`src/rtl/cycle_timer_irq.sv`:
```
module cycle_timer_irq #(
  parameter int SUB64 = 64,
  parameter int SUB1  = 64,
  parameter int SUB60 = 60,
  parameter int CW    = 8
) (
  input  logic          clk,
  input  logic          rst_n,
  input  logic          base_tick,
  input  logic          en,
  input  logic [1:0]    src_sel,
  input  logic [CW-1:0] preset,
  input  logic          repeat_mode,
  input  logic          irq_en,
  input  logic          flag_clr,
  output logic          flag,
  output logic          irq_n
);
  localparam int W64 = SUB64 > 1 ? $clog2(SUB64) : 1;
  localparam int W1  = SUB1  > 1 ? $clog2(SUB1)  : 1;
  localparam int WM  = SUB60 > 1 ? $clog2(SUB60) : 1;
  localparam logic [W64-1:0] L64 = W64'(SUB64 - 1);
  localparam logic [W1-1:0]  L1  = W1'(SUB1 - 1);
  localparam logic [WM-1:0]  LM  = WM'(SUB60 - 1);

  logic           ph;
  logic [W64-1:0] c64;
  logic [W1-1:0]  c1;
  logic [WM-1:0]  cm;
  logic           en_q;
  logic [CW-1:0]  cnt_q;
  logic [1:0]     rec;

  wire tk4096 = en & base_tick & ph;
  wire tk64   = tk4096 & (c64 == L64);
  wire tk1    = tk64 & (c1 == L1);
  wire tkm    = tk1 & (cm == LM);
  wire start  = en & ~en_q;

  logic src_tick;
  always_comb begin
    case (src_sel)
      2'b00:   src_tick = tk4096;
      2'b01:   src_tick = tk64;
      2'b10:   src_tick = tk1;
      default: src_tick = tkm;
    endcase
  end

  wire hit = en & ~start & src_tick & (cnt_q == CW'(1));

  always_ff @(posedge clk or negedge rst_n) begin
    if (!rst_n) begin
      ph  <= 1'b0;
      c64 <= '0;
      c1  <= '0;
      cm  <= '0;
    end else if (!en) begin
      ph  <= 1'b0;
      c64 <= '0;
      c1  <= '0;
      cm  <= '0;
    end else begin
      if (base_tick) ph <= ~ph;
      if (tk4096) c64 <= (c64 == L64) ? '0 : c64 + 1'b1;
      if (tk64)   c1  <= (c1 == L1)   ? '0 : c1 + 1'b1;
      if (tk1)    cm  <= (cm == LM)   ? '0 : cm + 1'b1;
    end
  end

  always_ff @(posedge clk or negedge rst_n) begin
    if (!rst_n) begin
      en_q  <= 1'b0;
      cnt_q <= '0;
    end else begin
      en_q <= en;
      if (start)
        cnt_q <= preset;
      else if (en && src_tick) begin
        if (cnt_q == CW'(1))
          cnt_q <= preset;
        else if (cnt_q != '0)
          cnt_q <= cnt_q - 1'b1;
      end
    end
  end

  always_ff @(posedge clk or negedge rst_n) begin
    if (!rst_n)        flag <= 1'b0;
    else if (hit)      flag <= 1'b1;
    else if (flag_clr) flag <= 1'b0;
  end

  always_ff @(posedge clk or negedge rst_n) begin
    if (!rst_n)
      rec <= 2'd0;
    else if (!en)
      rec <= 2'd0;
    else if (hit && repeat_mode)
      rec <= (src_sel == 2'b00) ? 2'd1 : 2'd2;
    else if (base_tick && rec != 2'd0)
      rec <= rec - 2'd1;
  end

  assign irq_n = ~(irq_en & (repeat_mode ? (rec != 2'd0) : flag));
endmodule

```
`config.mk`:
```
export PLATFORM = sky130hd
export DESIGN_NAME = cycle_timer_irq
export DESIGN_NICKNAME = d
export VERILOG_FILES = /design/src/rtl/cycle_timer_irq.sv
export SDC_FILE = /design/constraint.sdc
export NUM_CORES = 1
export LEC_CHECK = 0
export BUFFER_PORTS_ARGS = -buffer_cell sky130_fd_sc_hd__buf_2
export CAP_MARGIN = 5
export CORE_MARGIN = 4
export CORE_UTILIZATION = 25
export CTS_CLUSTER_SIZE = 10
export DETAILED_ROUTE_END_ITERATION = 8
export GPL_TIMING_DRIVEN = 1
export HOLD_SLACK_MARGIN = 0.03
export PLACE_DENSITY = 0.39
export SLEW_MARGIN = 25
export SYNTH_ARGS = -nofsm -noshare
export SYNTH_HDL_FRONTEND = slang
export SYNTH_SLANG_ARGS = --single-unit
```
`constraint.sdc`:
```
create_clock -name clk -period 3.4 [get_ports clk]
set_clock_uncertainty 0.15 [all_clocks]
set_input_delay 0.68 -clock clk [delete_from_list [all_inputs] [get_ports clk]]
set_output_delay 0.68 -clock clk [all_outputs]
set_load 0.03 [all_outputs]
```
# --- After elaboration in Yosys (flattened, before gate mapping) ---
# Cells that the tools add are included.
totals:
  register_bits: 31
  inputBits: 17
  out_inout_bits: 2
  elab_cells: 71
op_classes:
  addsub: 5
  eq_ne: 11
  n_mux: 23
  n_bitwise: 14
  reduce_logical: 10
ops:
  columns: ["op", "count"]
  rows:
  - ["2-to-1 mux 6 bit", 9]
  - ["2-to-1 mux 8 bit", 4]
  - ["adder 6 x 1 -> 6 bit, second input constant", 3]
  - ["== test 6 bit, second input constant", 3]
  - ["bitwise AND 1 bit", 10]
  - ["== test 8 x 1 -> 1 bit, second input constant", 1]
  - ["2-to-1 mux 2 bit", 4]
  - ["nonzero test 8 bit", 1]
  - ["subtractor 8 x 1 -> 8 bit, second input constant", 1]
  - ["inequality test 2 x 1 -> 1 bit, second input constant", 3]
  - ["nonzero test 2 bit", 3]
  - ["2-to-1 mux 1 bit", 5]
  - ["NOT 1 bit", 4]
  - ["logical AND 1 bit", 3]
  - ["inequality test 3 x 1 -> 1 bit, second input constant", 1]
  - ["one-hot mux 1 bit (3 select lines)", 1]
  - ["nonzero test 3 bit", 1]
  - ["== test 2 x 1 -> 1 bit, second input constant", 1]
  - ["== test 2 bit, second input constant", 1]
  - ["zero test 2 bit", 1]
  - ["inequality test 2 bit, second input constant", 1]
  - ["AND reduction 2 bit", 1]
  - ["subtractor 2 x 1 -> 2 bit, second input constant", 1]

# --- Depth between registers and ports, before layout ---
# Gate-level depths: netlist of the first run.
logic_depth:
  word_depth: 11
  depth_mapped: 7
  ltp_nobuf: 7

# --- Least setup slack after synthesis of the first run ---
# Ideal clock, no wire load.
synth_timing:
  kind: "input to register"
  start: "in en"
  end: "reg cm[5]"
  arrival_time_ns: 1.976
  required_ns: 3.172
  slack_ns: 1.197
  path_stages: 7
  path_buffers: 2
  path_cell_list: "buf_2 > and3_4 > and3b_1 > buf_6 > nand2_4 > or4_1 > a21boi_1"
synth_via:
  elab_chain_cells: 5
  elab_cells_between_ends: 6
  cone_classes: "eq/ne: 1; mux: 1; bitwise: 4"
synth_rtl:
  columns: ["element", "line_no", "text"]
  rows:
  - ["start, declared", "10", "input logic en,"]
  - ["bitwise AND 1 bit (2 in a row)", "34", "wire tk4096 = en & base_tick & ph;"]
  - ["bitwise AND 1 bit", "35", "wire tk64 = tk4096 & (c64 == L64);"]
  - ["bitwise AND 1 bit", "36", "wire tk1 = tk64 & (c1 == L1);"]
  - ["inequality test 2 x 1 -> 1 bit (no source line)", null, null]
  - ["end signal, assigned", "67", "if (tk1) cm <= (cm == LM) ? '0 : cm + 1'b1;"]
  - ["end, declared", "29", "logic [WM-1:0] cm;"]
# Several ways; a longest one is shown, not always the timed one.
# A chain may end at the register's enable or synchronous reset.

# --- Worst setup path in the final report of the first run ---
layout_timing:
  start: "reg c64[0]"
  end: "reg cnt_q[1]"
layout_via:
  elab_chain_cells: 8
layout_rtl:
  columns: ["element", "line_no", "text"]
  rows:
  - ["start, declared", "27", "logic [W64-1:0] c64;"]
  - ["start signal, assigned", "65", "if (tk4096) c64 <= (c64 == L64) ? '0 : c64 + 1'b1;"]
  - ["== test 6 bit (*)", "35", null]
  - ["bitwise AND 1 bit (*)", "35", null]
  - ["bitwise AND 1 bit", "36", null]
  - ["bitwise AND 1 bit", "37", "wire tkm = tk1 & (cm == LM);"]
  - ["one-hot mux 1 bit (3 select lines) (*)", "42", "case (src_sel)"]
  - ["logical AND 1 bit (*)", "79", "else if (en && src_tick) begin"]
  - ["nonzero test 2 bit (no source line) (*)", null, null]
  - ["AND reduction 2 bit (no source line) (*)", null, null]
  - ["end signal, assigned", "78", "cnt_q <= preset;"]
  - ["end signal, assigned", "81", "cnt_q <= preset;"]
  - ["end signal, assigned", "83", "cnt_q <= cnt_q - 1'b1;"]
  - ["end, declared", "31", "logic [CW-1:0] cnt_q;"]
# Mark *: on every way between the ends. The rest lies on a longest branch, timed or not.

==> metrics.md, run 1 <==
| Metric | Value |
|---|---|
| Status | `completed` |
| Non-Filler Instances | `343` |
| Post-synthesis sequential area ratio | `between 30% and 40%` |
| Reg area | `776 um^2` |
| PostCTS Resize Cnt | `0` |
| Max Clk Rate | `454 MHz` |
| Detail Route Antenna Nets | `0` |
| Setup TNS | `0 ns` |
| Setup-failing EPs final | `0` |
| Mapped Nets | `243` |
| Worst-Margin Slew | `0.772 ns` |
| Post-synthesis mux area share | `3.55%` |
| Reg2reg path depth | `6` |
| Avg Synthesized Cell Area | `8.97 um^2` |
| Crit path DAT | `approximately 2.2 ns` |
| Worst vdd ir | `142 uV` |
| H-tree Lvls | `2` |
| Cell Pwr Density | `379 mW/mm^2` |
| Hold buffers post-CTS | `0` |
| Placed insts | `between 300 and 400` |
| Ys async rst share | `100%` |
| Seq cells post-synth | `31` |
| RSZ-0062 raised after global routing | `false` |
| Initial antenna violation count | `0` |
| Post-CTS setup buffer count | `0` |
| Rel. slew slack | `between 40% and 50%` |
| # IOs | `19` |
| Max-cap violations | `0` |
| TritonCTS Buffers | `5` |
| Synthesized cell area | `0.00197 mm^2` |
| Sw frac | `between 20% and 30%` |
| Synth warn | `0` |
| WL final | `4.83 mm` |
| Largest net degree at the start of global routing | `32` |
| Element type at the critical path end | `flip-flop` |
| Core ar. | `0.00769 mm^2` |
| Starting Density | `between 20% and 30%` |
| Post-synth EDFFs | `0` |
| Synth Area in Simple Gates | `about 30%` |
| Clk pin slew, worst setup/hold paths | `~0.070 ns` |
| Area of the multi-input gates | `approximately 0.0011 mm^2` |
| Drt pass-1 iters | `4` |
| Final Max Tran Viols | `0` |
| Gate power share | `between 10% and 20%` |
| Fillers | `836` |
| Drt wl/cell | `14.1 um` |
| First-pass GRT wire length | `between 8 and 9 mm` |
| CTS Buffer Depth | `2` |
| Synth Area in XOR/XNOR | `3.99%` |
| R2R Setup Slk | `1.20 ns` |
| Die area | `0.00938 mm^2` |
| CP Max Fanout | `8` |
| CTS tree | `yes` |
| Root Buffer | `clkbuf_8` |
| Final min period | `between 2 and 2.5 ns` |
| Clk network pwr share | `38.3%` |
| CTS Sinks | `31` |
| Reg2Reg Launch Point | `c64[0]` |
| N_diodes | `0` |
| 1st-iter DRT viols | `120` |
| Startpoint Class | `flip-flop` |
| GRT Residual Overflow | `0` |
| Final net count | `263` |
| # DRC | `0` |
| Crit Path Class | `flip-flop to flip-flop` |
| Seq pwr share | `between 40% and 50%` |
| Syn Inst Count | `220` |
| Worst-Skew Late Latency | `0.28 ns` |
| Die width | `96.8 um` |
| DR vias | `1658` |
| Pleak | `roughly 0.95 nW` |
| Worst reg2reg endpoint | `cnt_q[1]` |
| Distinct cell type count after synthesis | `54` |
| Port Buffers | `18` |
| Global Route Usage Sum | `10.5%` |
| Vias in the first global route | `1668` |
| Switch Pwr | `240 uW` |
| Hpwl dp | `3.50 mm` |
| Drt via density | `4.83` |
| Most common flop cell mapped by yosys | `dfrtp_1` |
| Tcrit/Tclk final | `64.7%` |
| Layout cells sized above 1 | `~16%` |
| Cell-internal power | `approximately 620 uW` |
| GPL Wtd Cong | `0.771` |
| Std-Cell Rows | `32` |
| Main combinational cell family by area after synthesis | `simple AND/OR/NAND/NOR gates` |
| Hold Vio Cnt, Final | `0` |
| Synth Area in Compound Gates | `16.3%` |
| Die height | `96.8 um` |
| Hold/Removal Path Class | `input pin to asynchronous set/reset pin` |
| Adder-Cell Fraction of Synth Area | `3.80%` |
| Area Growth Syn to Fin | `15.3%` |
| WP data required | `3.39 ns` |
## sequential cells by signal, indices dropped and copies added (netlist names)
signal and flops:
c1 6, c64 6, cnt_q 8, rec 2, cm 6, flag 1
ph 1, en_q 1
## Yosys cell counts, drive strengths merged (2+ instances only)
cell type   n  area (um^2)
and2        5         31.3
or3         3         20.0
nor2       18         67.6
nor4        4         31.3
and3        7         50.1
nand2b      3         18.8
dfrtp      31          776
nor4b       2         17.5
nand4       6         37.5
a2bb2oi     2         17.5
inv         7         26.3
or4         2         15.0
mux2i       7         70.1
a21o        3         22.5
a21boi      5         37.5
nand2      27          109
o2111ai     2         17.5
o22ai       2         12.5
ha          6         75.1
xnor2       8         70.1
nor3        8         45.0
nor2b       7         43.8
a31oi       6         37.5
clkbuf      5         18.8
o21a        4         30.0
buf         2         16.3
nand3      10         55.1
a21oi       4         20.0
o21ai       9         52.6
## metal layers
metal | GRT usage [%] | share of wire (%) | up-vias
li1 | - | - | 846
met1 | 14.4 | 50 | 775
met2 | 16.6 | 45 | 32
met3 | 2.24 | 3.7 | 5
met4 | 3.24 | 1.0 | 0
met5 | 0 | 0 | -
## cell usage in the layout (no fill, tap or decap), types with 3 or more instances in the layout
cell type / count
dfrtp_1: 31
nand2_1: 26
nor2_1: 18
buf_2: 18
nand3_1: 9
xnor2_1: 8
inv_1: 7
mux2i_1: 7
o21ai_0: 7
nor3_1: 7
nor2b_1: 7
clkbuf_8: 7
nand4_1: 6
a31oi_1: 6
ha_1: 6
and3_1: 5
and2_1: 5
o21a_1: 4
a21oi_1: 4
a21boi_0: 4
nand2b_1: 3
a21o_1: 3
nor4_1: 3
## area by class of cell
cell class	count	area share (%)
Inverter	7	1.16
Clock inverter	1	0.330
Clock buffer	7	4.24
Sequential cell	31	34.1
Multi-Input combinational cell	175	49.9
Tap cell	102	5.61
Timing Repair Buffer	20	4.62
## metrics by stage
step                      utilization (%)  cell area (um^2)  hold WS (ns)  worst slack, ns  power, mW
after global routing                 29.6              2270         0.359            0.977      0.916
after floorplan                         -              1970         0.234             1.20      0.491
final                                29.6              2270         0.311             1.20      0.863
after detailed placement             28.2              2170         0.361            0.939      0.539
after global placement               28.2              2170         0.370            0.970      0.542
after CTS                            29.6              2270         0.337             1.20      0.877
## how the worst max path moves through the flow
stage / startpoint / end / cells after the start
detailed placement: en / cm[5] / 6
floorplan: en / cm[5] / 7
global placement: en / cm[5] / 6
global route: c64[0] / rec[0] / 6
CTS: c64[0] / rec[1] / 6
finish: c64[0] / cnt_q[1] / 6
## cells by family (layout without fill, tap and decap cells)
group                      Yosys count  in the layout
adders and majority gates            6              6
buffers and inverters               14             35
muxes                                7              7
AOI/OAI and AO/OA                   45             45
and+or+nand+nor                    108            108
xor gates and xnor gates             9              9
DFF                                 31             31
## power groups by stage
stage	registers [mW]	clock network [mW]	logic, mW
final	0.408	0.331	0.124
after global routing	0.411	0.364	0.141
after CTS	0.407	0.343	0.126
after detailed placement	0.414	0	0.125
after global placement	0.415	0	0.127
after floorplan	0.409	0	0.0821
## critical path: stages (launching register included)
cell and delay [ns]:
dfrtp_1 0.40, ha_1 0.18, and3_1 0.21, nand3_2 0.21, o21a_1 0.32, nor3_1 0.42, o2111ai_1 0.18
Note: power is estimated with default switching activity, not from simulation.
==> run 2: changes to the inputs <==
- PLACE_DENSITY: 0.39 -> 0.41
- clock period: 3.4 -> 1.9 ns (I/O delays scaled with it)
==> metrics.md, run 2 (synthesis results as in run 1) <==
| Metric | Value |
|---|---|
| Crit path DAT | `2.00 ns (-0.19 ns)` |
| Max-cap violations | `0 (unchanged)` |
| GRT Residual Overflow | `0 (unchanged)` |
| CTS tree | `yes` |
| Starting Density | `25.7% (unchanged)` |
| Reg2Reg Launch Point | `c64[0]` |
| Hpwl dp | `3.95 mm (+13%)` |
| CP Capture Point | `cnt_q[1]` |
| Failing checks | `setup timing` |
| Pre-CTS setup slack | `-0.0908 ns (-1.03 ns)` |
| Startpoint Class | `flip-flop` |
| Cell Pwr Density | `615 mW/mm^2 (+62%)` |
| Worst-Margin Slew | `0.424 ns (-0.348 ns)` |
| Crit Path Class | `flip-flop to flip-flop` |
| Total power | `1.73 mW (+100%)` |
| Std-Cell Rows | `32 (unchanged)` |
| Global Route Usage Sum | `11.8% (+1.3 points)` |
| Worst Setup Slack, final | `-0.0545 ns (-1.25 ns)` |
| Rel. slew slack | `71.7% (+23 points)` |
| Max Clk Rate | `512 MHz (+13%)` |
| Reg2reg path depth | `6 (unchanged)` |
| Detail Route Antenna Nets | `0 (unchanged)` |
| # IOs | `19 (unchanged)` |
| Element type at the critical path end | `flip-flop` |
| First-pass GRT wire length | `9.20 mm (+11%)` |
| Worst setup path start | `c64[0]` |
| Setup-failing EPs final | `4 (+4)` |
| Final core utilization | `36.7% (+7.1 points)` |
| Vias in the first global route | `1883 (+13%)` |
| GPL Wtd Cong | `0.804 (+4.3%)` |
| Status | `finished with violations` |
| Clk pin slew, worst setup/hold paths | `0.07 ns (about the same)` |
| R2R Setup Slk | `-0.05 ns (-1.25 ns)` |
| Final min period | `1.95 ns (-0.247 ns)` |
| Switch Pwr | `447 uW (+86%)` |
| Die area | `0.00938 mm^2 (unchanged)` |
| Core ar. | `0.00769 mm^2 (unchanged)` |
| Commonest non-fill, non-tap cell in the layout | `buf_4` |
| 1st-iter DRT viols | `82 (-32%)` |
| Cell-internal power | `1.28 mW (+110%)` |
| WP data required | `1.95 ns (-1.44 ns)` |
| Die width | `96.8 um (unchanged)` |
| Die height | `96.8 um (unchanged)` |
| Layout cells sized above 1 | `37.2% (+21 points)` |
| Most frequent cells in the layout | `50 x buf_4, 31 x dfrtp_1, 26 x nand2_1` |
| Final net count | `315 (+20%)` |
| Worst-Skew Late Latency | `0.28 ns (about the same)` |
| Root Buffer | `clkbuf_8` |
| Initial antenna violation count | `0 (unchanged)` |
| Largest stage delay on the critical path | `0.53 ns (+0.11 ns)` |
| Largest net degree at the start of global routing | `32 (unchanged)` |
| CP Max Fanout | `5 (-3)` |
| Hold/Removal Path Class | `input pin to flip-flop` |
| Drt wl/cell | `13.4 um (-5.1%)` |
| DR vias | `1854 (+12%)` |
| TritonCTS Buffers | `5 (unchanged)` |
| Hold Vio Cnt, Final | `0 (unchanged)` |
| Seq pwr share | `41.2% (-6.1 points)` |
| Drt pass-1 iters | `4 (unchanged)` |
| Pleak | `1.24 nW (+30%)` |
| CTS Sinks | `31 (unchanged)` |
| Worst vdd ir | `235 uV (+65%)` |
| # DRC | `0 (unchanged)` |
| Port Buffers | `18 (unchanged)` |
| Tcrit/Tclk final | `103% (+38 points)` |
| Final Max Tran Viols | `0 (unchanged)` |
| RSZ-0062 raised after global routing | `true` |
| CP max stage cell | `or4_4` |
| Number of flip-flops in the largest register | `8 (unchanged)` |
| Drt via density | `4.69 (-2.9%)` |
| Largest Register | `cnt_q` |
| Worst reg2reg endpoint | `cnt_q[1]` |
| H-tree Lvls | `2 (unchanged)` |
| CTS Buffer Depth | `2 (unchanged)` |
| Critical path, cell by cell | `ha_2 > and3_4 > nand3_4 > o21a_4 > or4_4 > o2111ai_2` |
| Sw frac | `25.8% (-2.0 points)` |
| Clk network pwr share | `39.1% (+0.8 points)` |
| Area Growth Syn to Fin | `42.8%` |
| Hold Path Cell Cnt | `1` |
| N_diodes | `0 (unchanged)` |
| WL final | `5.29 mm (+9.3%)` |
| Gate power share | `19.7% (+5.3 points)` |
-- run 2: changes by cell type in the layout (fill, tap and decap cells not counted), moves of 3 or more --
| cell | before | now |
|---|---|---|
| ha_1 | 6 | 3 |
| buf_6 | 0 | 3 |
| ha_2 | 0 | 3 |
| buf_4 | 2 | 50 |
-- run 2: layout make-up --
| cell class | count | area [um^2] |
|---|---|---|
| Timing Repair Buffer | 72 | 509 |
| Inverter | 7 | 26.3 |
| Clock buffer | 6 | 82.6 |
| Clock inverter | 2 | 35.0 |
| Multi-Input combinational cell | 175 | 1260 |
| Sequential cell | 31 | 776 |
| Fill cell | 800 | 4870 |
| Tap cell | 102 | 128 |
-- run 2: routing by layer --
layer | up-vias | GRT usage [%] | share of wire [%]
met4 | 0 | 3.78 | 1.1
met5 | - | 0 | 0
met1 | 874 | 16.6 | 50
met3 | 4 | 2.16 | 2.6
li1 | 947 | - | -
met2 | 29 | 18.2 | 46
-- run 2: per-stage QoR --
stage,area [um^2],std cells,setup TNS (ns),hold WS [ns]
floorplan,1990,220,0,-0.0656
global placement,2500,377,-0.0903,0.293
detailed placement,2500,377,-0.280,0.286
CTS,2720,392,-0.0548,0.128
global route,2820,395,-1.29,0.130
finish,2820,395,-0.0589,0.140
-- run 2: worst max-delay path: cells and delay by family (launching register included) --
| kind | cells | cell delay (ns) |
|---|---|---|
| flip-flops | 1 | 0.36 |
| AND/OR/NAND/NOR | 3 | 0.85 |
| AO/OA/AOI/OAI | 2 | 0.33 |
| adder cells (fa/ha/maj) | 1 | 0.18 |
-- run 2: worst min path at each step --
stage,slack (ns),to,start
2_1_floorplan,-0.07,c1[0],rst_n
3_3_place_gp,0.29,cm[4],rst_n
3_5_place_dp,0.29,cm[3],rst_n
4_1_cts,0.13,en_q,en
5_1_grt,0.13,en_q,en
6_report,0.14,en_q,en
-- run 2: timing repair --
item / 4_1_cts / 5_1_grt
pin swaps: 6 / 7
endpoints found under the hold margin: 31 / 0
endpoints found under the setup margin: 9 / 16
gates resized for setup: 13 / 14
setup buffers: 6 / 3
hold buffers: 1 / 0
-- run 2: power groups by stage --
stage	clock network, mW	registers, mW	logic (mW)
floorplan	0	0.732	0.147
global placement	0	0.727	0.316
detailed placement	0	0.725	0.313
CTS	0.705	0.713	0.328
global route	0.734	0.717	0.384
finish	0.677	0.713	0.342
==> run 3: changes to the inputs <==
- ABC_AREA: not set -> 1
==> metrics.md, run 3 <==
| Metric | Value |
|---|---|
| Startpoint Class | `flip-flop` |
| Crit path DAT | `1.96 ns (-0.04 ns)` |
| Cell Pwr Density | `913 mW/mm^2 (+49%)` |
| Drt via density | `4.37 (-7.0%)` |
| Final core utilization | `33.5% (-3.1 points)` |
| Hpwl dp | `3.12 mm (-21%)` |
| # DRC | `0 (unchanged)` |
| RSZ-0062 raised after global routing | `true` |
| Most frequent cells after synthesis | `46 x nand2_1, 31 x dfrtp_1, 30 x inv_1` |
| Std-Cell Rows | `31 (-3.1%)` |
| Rel. slew slack | `77.7% (+6.0 points)` |
| Placed insts | `363 (-3.7%)` |
| Largest cells by area after synthesis | `dfrtp_1 41%, nand2_1 9.2%, inv_1 6.0%, nand2_2 4.6%, nor2_1 4.6%` |
| CP Max Fanout | `5 (unchanged)` |
| Drt wl/cell | `11.6 um (-14%)` |
| Area Growth Syn to Fin | `29.7%` |
| Placed Area | `0.00216 mm^2 (-14%)` |
| Status | `completed` |
| N_diodes | `0 (unchanged)` |
| Max-cap violations | `0 (unchanged)` |
| Element type at the critical path end | `flip-flop` |
| Die height | `94.8 um (-2.1%)` |
| CTS tree | `yes` |
| Port Buffers | `18 (unchanged)` |
| Clk pin slew, worst setup/hold paths | `0.07 ns (about the same)` |
| Synth warn | `0 (unchanged)` |
| Hold/Removal Path Class | `input pin to flip-flop` |
| Largest stage delay on the critical path | `0.36 ns (-0.17 ns)` |
| Worst Setup Slack, final | `0.0183 ns (+0.0728 ns)` |
| Most frequent cell after synthesis | `nand2_1` |
| Distinct cell type count after synthesis | `34 (-37%)` |
| CTS Buffer Depth | `2 (unchanged)` |
| First-pass GRT wire length | `7.11 mm (-23%)` |
| Largest net degree at the start of global routing | `32 (unchanged)` |
| Crit Path Class | `flip-flop to flip-flop` |
| WL final | `4.37 mm (-17%)` |
| # IOs | `19 (unchanged)` |
| Worst vdd ir | `394 uV (+68%)` |
| Post-synth EDFFs | `0 (unchanged)` |
| Seq cells post-synth | `31 (unchanged)` |
| GRT Residual Overflow | `0 (unchanged)` |
| Final instance area | `0.00244 mm^2 (-13%)` |
| Global Route Usage Sum | `10.2% (-1.6 points)` |
| H-tree Lvls | `2 (unchanged)` |
| Hold Vio Cnt, Final | `0 (unchanged)` |
| Fillers | `807 (+0.88%)` |
| Post-synthesis sequential area ratio | `41.1% (+1.8 points)` |
| Worst-Skew Late Latency | `0.29 ns (about the same)` |
| Number of flip-flops in the largest register | `8 (unchanged)` |
| Yosys top cell area share | `41.1% (+1.8 points)` |
| Largest Register | `cnt_q` |
| Die area | `0.00900 mm^2 (-4.1%)` |
| Worst-Margin Slew | `0.330 ns (-0.0937 ns)` |
| Critical path, cell by cell | `ha_2 > nand2_2 > nor2_4 > nand2_2 > nor2_4 > nand3_2 > nand2_2 > nand4_1 > nand2_1 > nand2_1 > inv_1 > nand2_1 > nand2_1` |
| Mapped Nets | `262 (+7.8%)` |
| Most frequent cells in the layout | `41 x nand2_1, 31 x dfrtp_1, 29 x inv_1` |
| CP max stage cell | `dfrtp_1` |
| Final net count | `301 (-4.4%)` |
| 1st-iter DRT viols | `55 (-33%)` |
| Layout cells sized above 1 | `31.2% (-6.0 points)` |
| Max Clk Rate | `531 MHz (+3.9%)` |
| Initial antenna violation count | `0 (unchanged)` |
| Commonest non-fill, non-tap cell in the layout | `nand2_1` |
| Synthesized cell area | `0.00189 mm^2 (-4.4%)` |
| Core ar. | `0.00729 mm^2 (-5.1%)` |
| Die width | `94.8 um (-2.1%)` |
| Final Max Tran Viols | `0 (unchanged)` |
| CP most frequent cell | `nand2_1` |
| Vias in the first global route | `1541 (-18%)` |
| Starting Density | `25.9% (+0.19 points)` |
| DR vias | `1650 (-11%)` |
| CTS Sinks | `31 (unchanged)` |
| Setup-failing EPs final | `0 (-4)` |
| GPL Wtd Cong | `0.761 (-5.3%)` |
| Area leader, netlist | `dfrtp_1` |
| Ys async rst share | `100% (unchanged)` |
| Root Buffer | `clkbuf_8` |
| Drt pass-1 iters | `4 (unchanged)` |
| Syn Inst Count | `239 (+8.6%)` |
| Non-Filler Instances | `378 (-4.3%)` |
| WP data required | `1.98 ns (+0.03 ns)` |
| Tcrit/Tclk final | `99.0% (-3.8 points)` |
| Pleak | `1.14 nW (-8.0%)` |
| Detail Route Antenna Nets | `0 (unchanged)` |
| Pre-CTS setup slack | `0.0162 ns (+0.107 ns)` |
| Final min period | `1.88 ns (-0.0728 ns)` |
| Most common flop cell mapped by yosys | `dfrtp_1` |
| Avg Synthesized Cell Area | `7.89 um^2 (-12%)` |
| TritonCTS Buffers | `5 (unchanged)` |
## run 3: cell types whose count changed after synthesis, sizes merged, moves of 9 or more
cell   change
o21ai     +13
nand2     +34
inv       +27
nor2       +9
## run 3: metal layers
layer / up-vias / GRT usage (%) / routed length, um
li1: 857 / - / -
met1: 765 / 13.5 / 2040
met2: 21 / 15.9 / 2110
met3: 7 / 1.67 / 129
met4: 0 / 5.41 / 93
met5: - / 0 / 0
## run 3: cells by family after synthesis
logic type / share of synthesized area [%]
and+or+nand+nor: 29.9
AOI/OAI and AO/OA: 12.9
buffers and inverters: 8.83
DFF: 41.1
xor gates and xnor gates: 3.25
adders and majority gates: 3.98
## run 3: metrics by stage
step           setup TNS, ns  power, mW  hold WS [ns]
4_1_cts                    0       2.14         0.108
5_1_grt                -1.26       2.39         0.142
6_report                   0       2.23         0.113
2_1_floorplan              0       1.36       -0.0656
3_5_place_dp               0       1.54         0.202
3_3_place_gp               0       1.54         0.203
## run 3: path summary, 6_finish.rpt
path	start	endpoint	slack, ns	cells past startpoint
min in group asynchronous	rst_n	c64[3]	0.43	3
max in group asynchronous	rst_n	cm[5]	0.99	3
worst min-delay path	flag_clr	flag	0.11	2
worst min register to register	rec[1]	rec[1]	0.36	2
worst max-delay path	c64[0]	rec[1]	0.02	13
worst max register to register	c64[0]	rec[1]	0.02	13
## run 3: area by class of cell
class	count	area, um^2	area share, %
multi-input cells	170	1060	43.2
well taps	99	124	5.07
clock buffers	8	100	4.09
repair buffers	34	228	9.31
repair inverters	1	16.3	0.665
inverters	35	144	5.89
flip-flops and latches	31	776	31.7
## run 3: critical path: cells and delay by family, from the launching register on
kind	cells	cell delay (ns)
adders and majority gates	1	0.19
buffers and inverters	1	0.05
DFF	1	0.36
and+or+nand+nor	11	1.09
## run 3: repair_timing
action | CTS | global route
setup buffers | 0 | 5
endpoints found under the hold margin | 31 | 0
resized for setup | 0 | 33
hold buffers | 1 | 0
setup endpoints to repair | 0 | 19
## run 3: report_power, final
part	internal, mW	switching, mW
combinational	0.329	0.453
sequential	0.766	0.0881
clock	0.331	0.264
total	1.43	0.805
